==> config.mk <==
export PLATFORM = sky130hd
export DESIGN_NAME = pix_cmd_packer
export DESIGN_NICKNAME = d
export VERILOG_FILES = /design/src/rtl/pix_cmd_packer.sv
export SDC_FILE = /design/constraint.sdc
export NUM_CORES = 1
export LEC_CHECK = 0
export BUFFER_PORTS_ARGS = -buffer_cell sky130_fd_sc_hd__buf_2
export CAP_MARGIN = 20
export CORE_MARGIN = 5
export CORE_UTILIZATION = 30
export CTS_BUF_LIST = sky130_fd_sc_hd__clkbuf_8
export DETAILED_ROUTE_END_ITERATION = 6
export GPL_ROUTABILITY_DRIVEN = 0
export SKIP_LAST_GASP = 1
export SLEW_MARGIN = 40
export SYNTH_ARGS = -nofsm -noshare
export SYNTH_HDL_FRONTEND = slang
export SYNTH_SLANG_ARGS = --single-unit
==> constraint.sdc <==
create_clock -name clk -period 1.75 [get_ports clk]
set_clock_uncertainty 0.1 [all_clocks]
set_input_delay 0.2625 -clock clk [delete_from_list [all_inputs] [get_ports clk]]
set_output_delay 0.2625 -clock clk [all_outputs]
set_load 0.005 [all_outputs]
==> src/rtl/pix_cmd_packer.sv <==
module pix_cmd_packer #(
  parameter int ADDR_BYTES = 3,
  parameter int PIX_BYTES  = 2
) (
  input  logic                              clk,
  input  logic                              rst_n,
  input  logic [7:0]                        rx_data,
  input  logic                              rx_stb,
  input  logic                              fifo_full,
  input  logic                              fifo_afull,
  output logic                              fifo_we,
  output logic [8*(ADDR_BYTES+PIX_BYTES)-1:0] fifo_wdata,
  output logic                              sender_hold,
  output logic                              overflow
);
  localparam int NB = ADDR_BYTES + PIX_BYTES;
  localparam int W  = 8 * NB;
  localparam int CW = $clog2(NB);

  logic [CW-1:0] cnt;
  logic [W-9:0]  acc;
  logic          last;

  assign last        = rx_stb && (cnt == CW'(NB-1));
  assign sender_hold = fifo_afull | fifo_full;

  always_ff @(posedge clk) begin
    if (!rst_n) begin
      cnt        <= '0;
      acc        <= '0;
      fifo_we    <= 1'b0;
      fifo_wdata <= '0;
      overflow   <= 1'b0;
    end else begin
      fifo_we <= 1'b0;
      if (rx_stb) begin
        acc <= {acc[W-17:0], rx_data};
        cnt <= last ? '0 : cnt + 1'b1;
      end
      if (last) begin
        if (fifo_full) overflow <= 1'b1;
        else begin
          fifo_we    <= 1'b1;
          fifo_wdata <= {acc, rx_data};
        end
      end
    end
  end

  AST_WRITE_AFTER_LAST: assert property (@(posedge clk) disable iff (!rst_n)
    (last && !fifo_full) |=> fifo_we);
  AST_WE_ONE_CYCLE: assert property (@(posedge clk) disable iff (!rst_n)
    fifo_we |=> !fifo_we);
  AST_DROP_WHEN_FULL: assert property (@(posedge clk) disable iff (!rst_n)
    (last && fifo_full) |=> (!fifo_we && overflow));
  AST_OVF_STICKY: assert property (@(posedge clk) disable iff (!rst_n)
    overflow |=> overflow);
  AST_COUNT_IDLE: assert property (@(posedge clk) disable iff (!rst_n)
    !rx_stb |=> $stable(cnt));
  AST_COUNT_RANGE: assert property (@(posedge clk) disable iff (!rst_n)
    cnt < CW'(NB));
endmodule

==> flow_summary.json, run 1 <==
{
  "worst-path-buf-inv": 2,
  "avgSynthCellArea_um2": 10.5,
  "dp_hpwl_mm": 4.56,
  "synthTopCellsByArea": "dfxtp_1 48%, nand3_2 12%, o21ai_2 11%",
  "cts_tree": "done",
  "tightest_slew_ps": 609,
  "crit_required_ps": 1880,
  "wl_per_cell_um": 13.1,
  "ys_ff_latch": 77,
  "hp-class": "input port to register",
  "worst_slack_ps": 200,
  "area_growth_syn_to_layout_pct": 19.1,
  "status": "finished clean",
  "rows": 37,
  "cts_made_buffers": 9,
  "die_y_um": 113,
  "drtAntennaViolNets": 0,
  "fp.dieW_um": 113,
  "final_nets": 379,
  "relSlewSlack_pct": 59.4,
  "synth_nets": 321,
  "setup_viol": 0,
  "hold_buffers": 0,
  "io-pin-count": 56,
  "path_class": "register to register",
  "drv_cap": 0,
  "ys.flop_type": "dfxtp_1",
  "post_cts.repair.setup_buffers": 0,
  "wirelength_mm": 6.60,
  "p_per_area_nw_per_um2": 852,
  "grt_pass1_vias": 2174,
  "dieArea_um2": 12900,
  "drive_gt1_share_pct": 45.0,
  "clk_pin_slew_worst_paths_ps": 70,
  "finalHoldViolCount": 0,
  "crit_chain": "inv_1 > ha_1 > nand4b_4 > buf_12 > nand3_2 > o21ai_2",
  "cpLargestDelayFamily": "simple AND/OR/NAND/NOR gates",
  "crit_path_max_fanout": 26,
  "startpoint_type": "register",
  "peakVddDrop_mv": 0.307,
  "drc": 0,
  "portBuffers": 55,
  "min_period_ps": 1550,
  "ys_seq_area_share_pct": 48.1,
  "fmax_mhz": 645,
  "cts_sinks": 77,
  "synth_top_area_share_pct": 48.1,
  "drt_iter0_drc": 105,
  "end_kind": "register",
  "clk_latency_ps": 340,
  "grt_usage_pct": 10.6,
  "async_reset_ff_share_pct": 0,
  "pre_cts_ws_ps": 90.8,
  "netlist_instances": 306,
  "grt_max_degree": 39,
  "cp.arrival_ps": 1680,
  "rrSetupSlack_ps": 200,
  "layout_worst_path_cycle_share_pct": 88.6,
  "cts.path.max_buffers": 2,
  "synth_warnings": 0,
  "slowest_delay_ps": 330,
  "slew_viol_final": 0,
  "yosysUniqueCellTypes": 22,
  "vias": 2254,
  "yosys-top-cells-count": "77 x dfxtp_1, 42 x nand2_1, 40 x o21ai_2, 39 x nand3_2, 35 x nor2_1",
  "synth_edf_count": 0,
  "antenna_found_initial": 0,
  "core_um2": 10400,
  "start_util_pct": 30.9,
  "cts-resized-gates": 0,
  "grt-ovfl-total": 0,
  "grt_first_pass_wirelength_mm": 10.9,
  "synth.cell_area_um2": 3210,
  "fin_total_pwr_mw": 3.25,
  "synth.most_common_cell": "dfxtp_1",
  "htree_levels": 3,
  "p_leak_nw": 1.58,
  "yosys.area.top_type": "dfxtp_1",
  "vias_per_cell": 4.48,
  "clock-root-buffer": "clkbuf_8",
  "rsz0062_at_grt": "no",
  "cp_slowest_cell": "dfxtp_1",
  "antennaDiodeCount": 0,
  "dr.pass1.iters": 4,
  "setup_tns_ps": 0
}
[routing by layer]
| metal | vias up | track usage (%) | wire (µm) |
|---|---|---|---|
| met1 | 1045 | 14.6 | 3270 |
| li1 | 1164 | - | - |
| met5 | - | 0 | 0 |
| met3 | 10 | 2.92 | 272 |
| met2 | 35 | 15.7 | 2960 |
| met4 | 0 | 4.09 | 99 |
[worst min-delay path: stages]
cell,delay [ps]
buf_2,110
nand2_1,60
o21ai_2,40
[placed cells by master, fill, tap and decap left out]
cell type / instances
a21oi_1: 3
a41oi_1: 1
buf_12: 4
buf_2: 54
buf_4: 13
bufinv_16: 1
clkbuf_8: 10
clkinv_2: 1
dfxtp_1: 77
ha_1: 2
inv_1: 4
inv_2: 1
mux2i_1: 33
nand2_1: 42
nand2b_1: 1
nand3_1: 2
nand3_2: 39
nand3b_1: 1
nand4b_4: 1
nor2_1: 35
o21ai_0: 1
o21ai_2: 40
or2_2: 1
[registers in the layout, indices dropped and copies added, names as in the netlist]
register / flops
acc: 32
cnt: 3
fifo_wdata: 40
fifo_we: 1
overflow: 1
[power by group]
part / internal [mW] / switching, mW
registers: 1.78 / 0.0229
clock network: 0.670 / 0.596
logic: 0.0717 / 0.116
total: 2.52 / 0.735
[worst paths after layout]
check | from | depth (start not counted) | to
hold / removal | rx_data[3] | 3 | fifo_wdata[3]
setup reg to reg | cnt[0] | 6 | fifo_wdata[10]
setup / recovery | cnt[0] | 6 | fifo_wdata[10]
hold reg to reg | fifo_wdata[38] | 2 | fifo_wdata[38]
[layout make-up]
class | count | area [µm²]
Fill cell | 1066 | 6550
Clock inverter | 4 | 42.5
Sequential cell | 77 | 1540
Inverter | 3 | 11.3
Multi-Input combinational cell | 202 | 1470
Clock buffer | 10 | 138
Timing Repair Buffer | 71 | 448
Tap cell | 136 | 170
[kinds of logic after synthesis]
group           Yosys count  synth area share (%)
flops                    77                  48.1
buf+inv                  27                  6.13
simple gates            122                  22.9
compound gates           45                  11.8
fa+ha+maj                 2                 0.781
mux                      33                  10.3
[per-stage QoR]
stage | hold slack, ps | utilization [%] | instance area, µm² | std cells
finish | 82.0 | 36.8 | 3820 | 503
global route | 63.3 | 36.8 | 3820 | 503
CTS | 63.1 | 36.4 | 3770 | 497
detailed placement | 344 | 34.7 | 3590 | 483
global placement | 341 | 34.7 | 3590 | 483
floorplan | 306 | - | 3210 | 306
Note: power is estimated with default switching activity, not from simulation.
==> run 2, diff against run 1 <==
Settings changed: PLACE_DENSITY_LB_ADDON from default to 0.08, RECOVER_POWER from default to 25.
==> run 2 against run 1 <==
Register-to-register slack gained 90 ps. Critical path type unchanged. First-iteration DRC count shrank 14%. Worst hold slack lost 19 ps. Worst setup slack gained 87 ps. Cell count shrank 0.99%. Clock-buffer cell count shrank 1. Critical endpoint is now fifo_wdata[22]. Utilization shrank 0.23 points. Die area is the same.
==> flow_summary.json, run 2 (same netlist as run 1, synthesis figures left out) <==
{
  "vias_per_cell": 4.48,
  "drt_iter0_drc": 90,
  "area_growth_syn_to_layout_pct": 18.4,
  "clk_pin_slew_worst_paths_ps": 80,
  "slowest_delay_ps": 380,
  "cp_slowest_cell": "dfxtp_1",
  "post_cts.repair.setup_buffers": 0,
  "cts.path.max_buffers": 2,
  "drv_cap": 0,
  "setup_tns_ps": 0,
  "path_class": "register to register",
  "cpLargestDelayFamily": "flip-flops",
  "layout_common_cells": "77 x dfxtp_1, 54 x buf_2, 42 x nand2_1",
  "antenna_found_initial": 0,
  "hp-class": "input port to register",
  "end_kind": "register",
  "wl_per_cell_um": 13.8,
  "n_fill_cell": 1095,
  "crit_required_ps": 1940,
  "dr.pass1.iters": 4,
  "cts_sinks": 77,
  "min_period_ps": 1460,
  "final_common_cell": "dfxtp_1",
  "tightest_slew_ps": 883,
  "grt-ovfl-total": 0,
  "rows": 37,
  "p_per_area_nw_per_um2": 872,
  "antennaDiodeCount": 0,
  "crit_chain": "inv_1 > ha_1 > nand4b_4 > buf_12 > nand3_2 > o21ai_2",
  "start_util_pct": 30.9,
  "startpoint_type": "register",
  "clk_latency_ps": 350,
  "crit_path_max_fanout": 29,
  "worst-path-buf-inv": 2,
  "portBuffers": 55,
  "p_leak_nw": 1.57,
  "clock-root-buffer": "clkbuf_8",
  "cp.arrival_ps": 1650,
  "core_um2": 10400,
  "grt_first_pass_wirelength_mm": 11.5,
  "reg.largest.list": "fifo_wdata (40), acc (32), cnt (3)",
  "drtAntennaViolNets": 0,
  "grt_max_degree": 39,
  "setup_viol": 0,
  "grt_usage_pct": 11.3,
  "drive_gt1_share_pct": 44.2,
  "final_nets": 372,
  "rsz0062_at_grt": "no",
  "peakVddDrop_mv": 0.388,
  "slew_viol_final": 0,
  "io-pin-count": 56,
  "drc": 0,
  "largest_register": "fifo_wdata",
  "cts-resized-gates": 0,
  "wirelength_mm": 6.85,
  "status": "finished clean",
  "cts_made_buffers": 9,
  "fmax_mhz": 683,
  "hold_buffers": 0,
  "cts_tree": "done",
  "htree_levels": 3,
  "die_y_um": 113,
  "relSlewSlack_pct": 41.1,
  "dp_hpwl_mm": 4.64,
  "finalHoldViolCount": 0,
  "final_core_util_pct": 36.6,
  "grt_pass1_vias": 2146,
  "dieArea_um2": 12900,
  "largest_reg_flops": 40,
  "vias": 2229,
  "fp.dieW_um": 113,
  "layout_worst_path_cycle_share_pct": 83.6
}
## run 2: changes by cell type in the layout (fill, tap and decap cells not counted)
cell,previous run,this run
buf_4,13,1
clkinvlp_4,0,2
clkinv_2,1,2
clkbuf_8,10,9
inv_2,1,0
buf_12,4,6
clkinv_4,0,1
clkbuf_2,0,3
## run 2: layer usage
layer / wire, µm / GRT usage, % / part of all wire [%] / vias to the layer above
met5: 0 / 0 / 0 / -
li1: - / - / - / 1145
met2: 3040 / 16.4 / 44 / 43
met1: 3380 / 15.4 / 49 / 1035
met3: 351 / 4.62 / 5.1 / 6
met4: 81 / 3.13 / 1.2 / 0
## run 2: layout make-up
cell class	instances	area (µm²)	share of cell area [%]
clock buffer	9	124	3.26
clock inverter	7	67.6	1.78
inverter	3	11.3	0.297
multi-input combinational	202	1470	38.7
sequential	77	1540	40.6
tap	136	170	4.48
timing repair buffer	64	413	10.9
## run 2: report_power, final
part / internal, mW / switching, mW
Clock: 0.651 / 0.665
Sequential: 1.78 / 0.0221
Combinational: 0.0733 / 0.120
## run 2: tightest hold or removal path: stages
cell and delay (ps):
buf_2 110, nand2_1 60, o21ai_2 40
## run 2: through the flow
step           area, µm²  std cells  total power, mW  hold slack [ps]  setup slack, ps
6_report            3790        498             3.31             63.0              287
5_1_grt             3790        498             3.49             42.8              179
4_1_cts             3800        498             3.38             42.7              273
3_5_place_dp        3610        482             2.04              343              288
3_3_place_gp        3610        482             2.04              341              317
2_1_floorplan       3210        306             1.98              306              400
## run 2: path summary, 6_finish.rpt
check                   endpoint     startpoint  slack [ps]  cells after the start
setup reg to reg  fifo_wdata[22]         cnt[0]         290                      6
setup / recovery  fifo_wdata[22]         cnt[0]         290                      6
hold reg to reg    fifo_wdata[0]  fifo_wdata[0]         350                      2
hold / removal     fifo_wdata[0]     rx_data[0]          60                      3
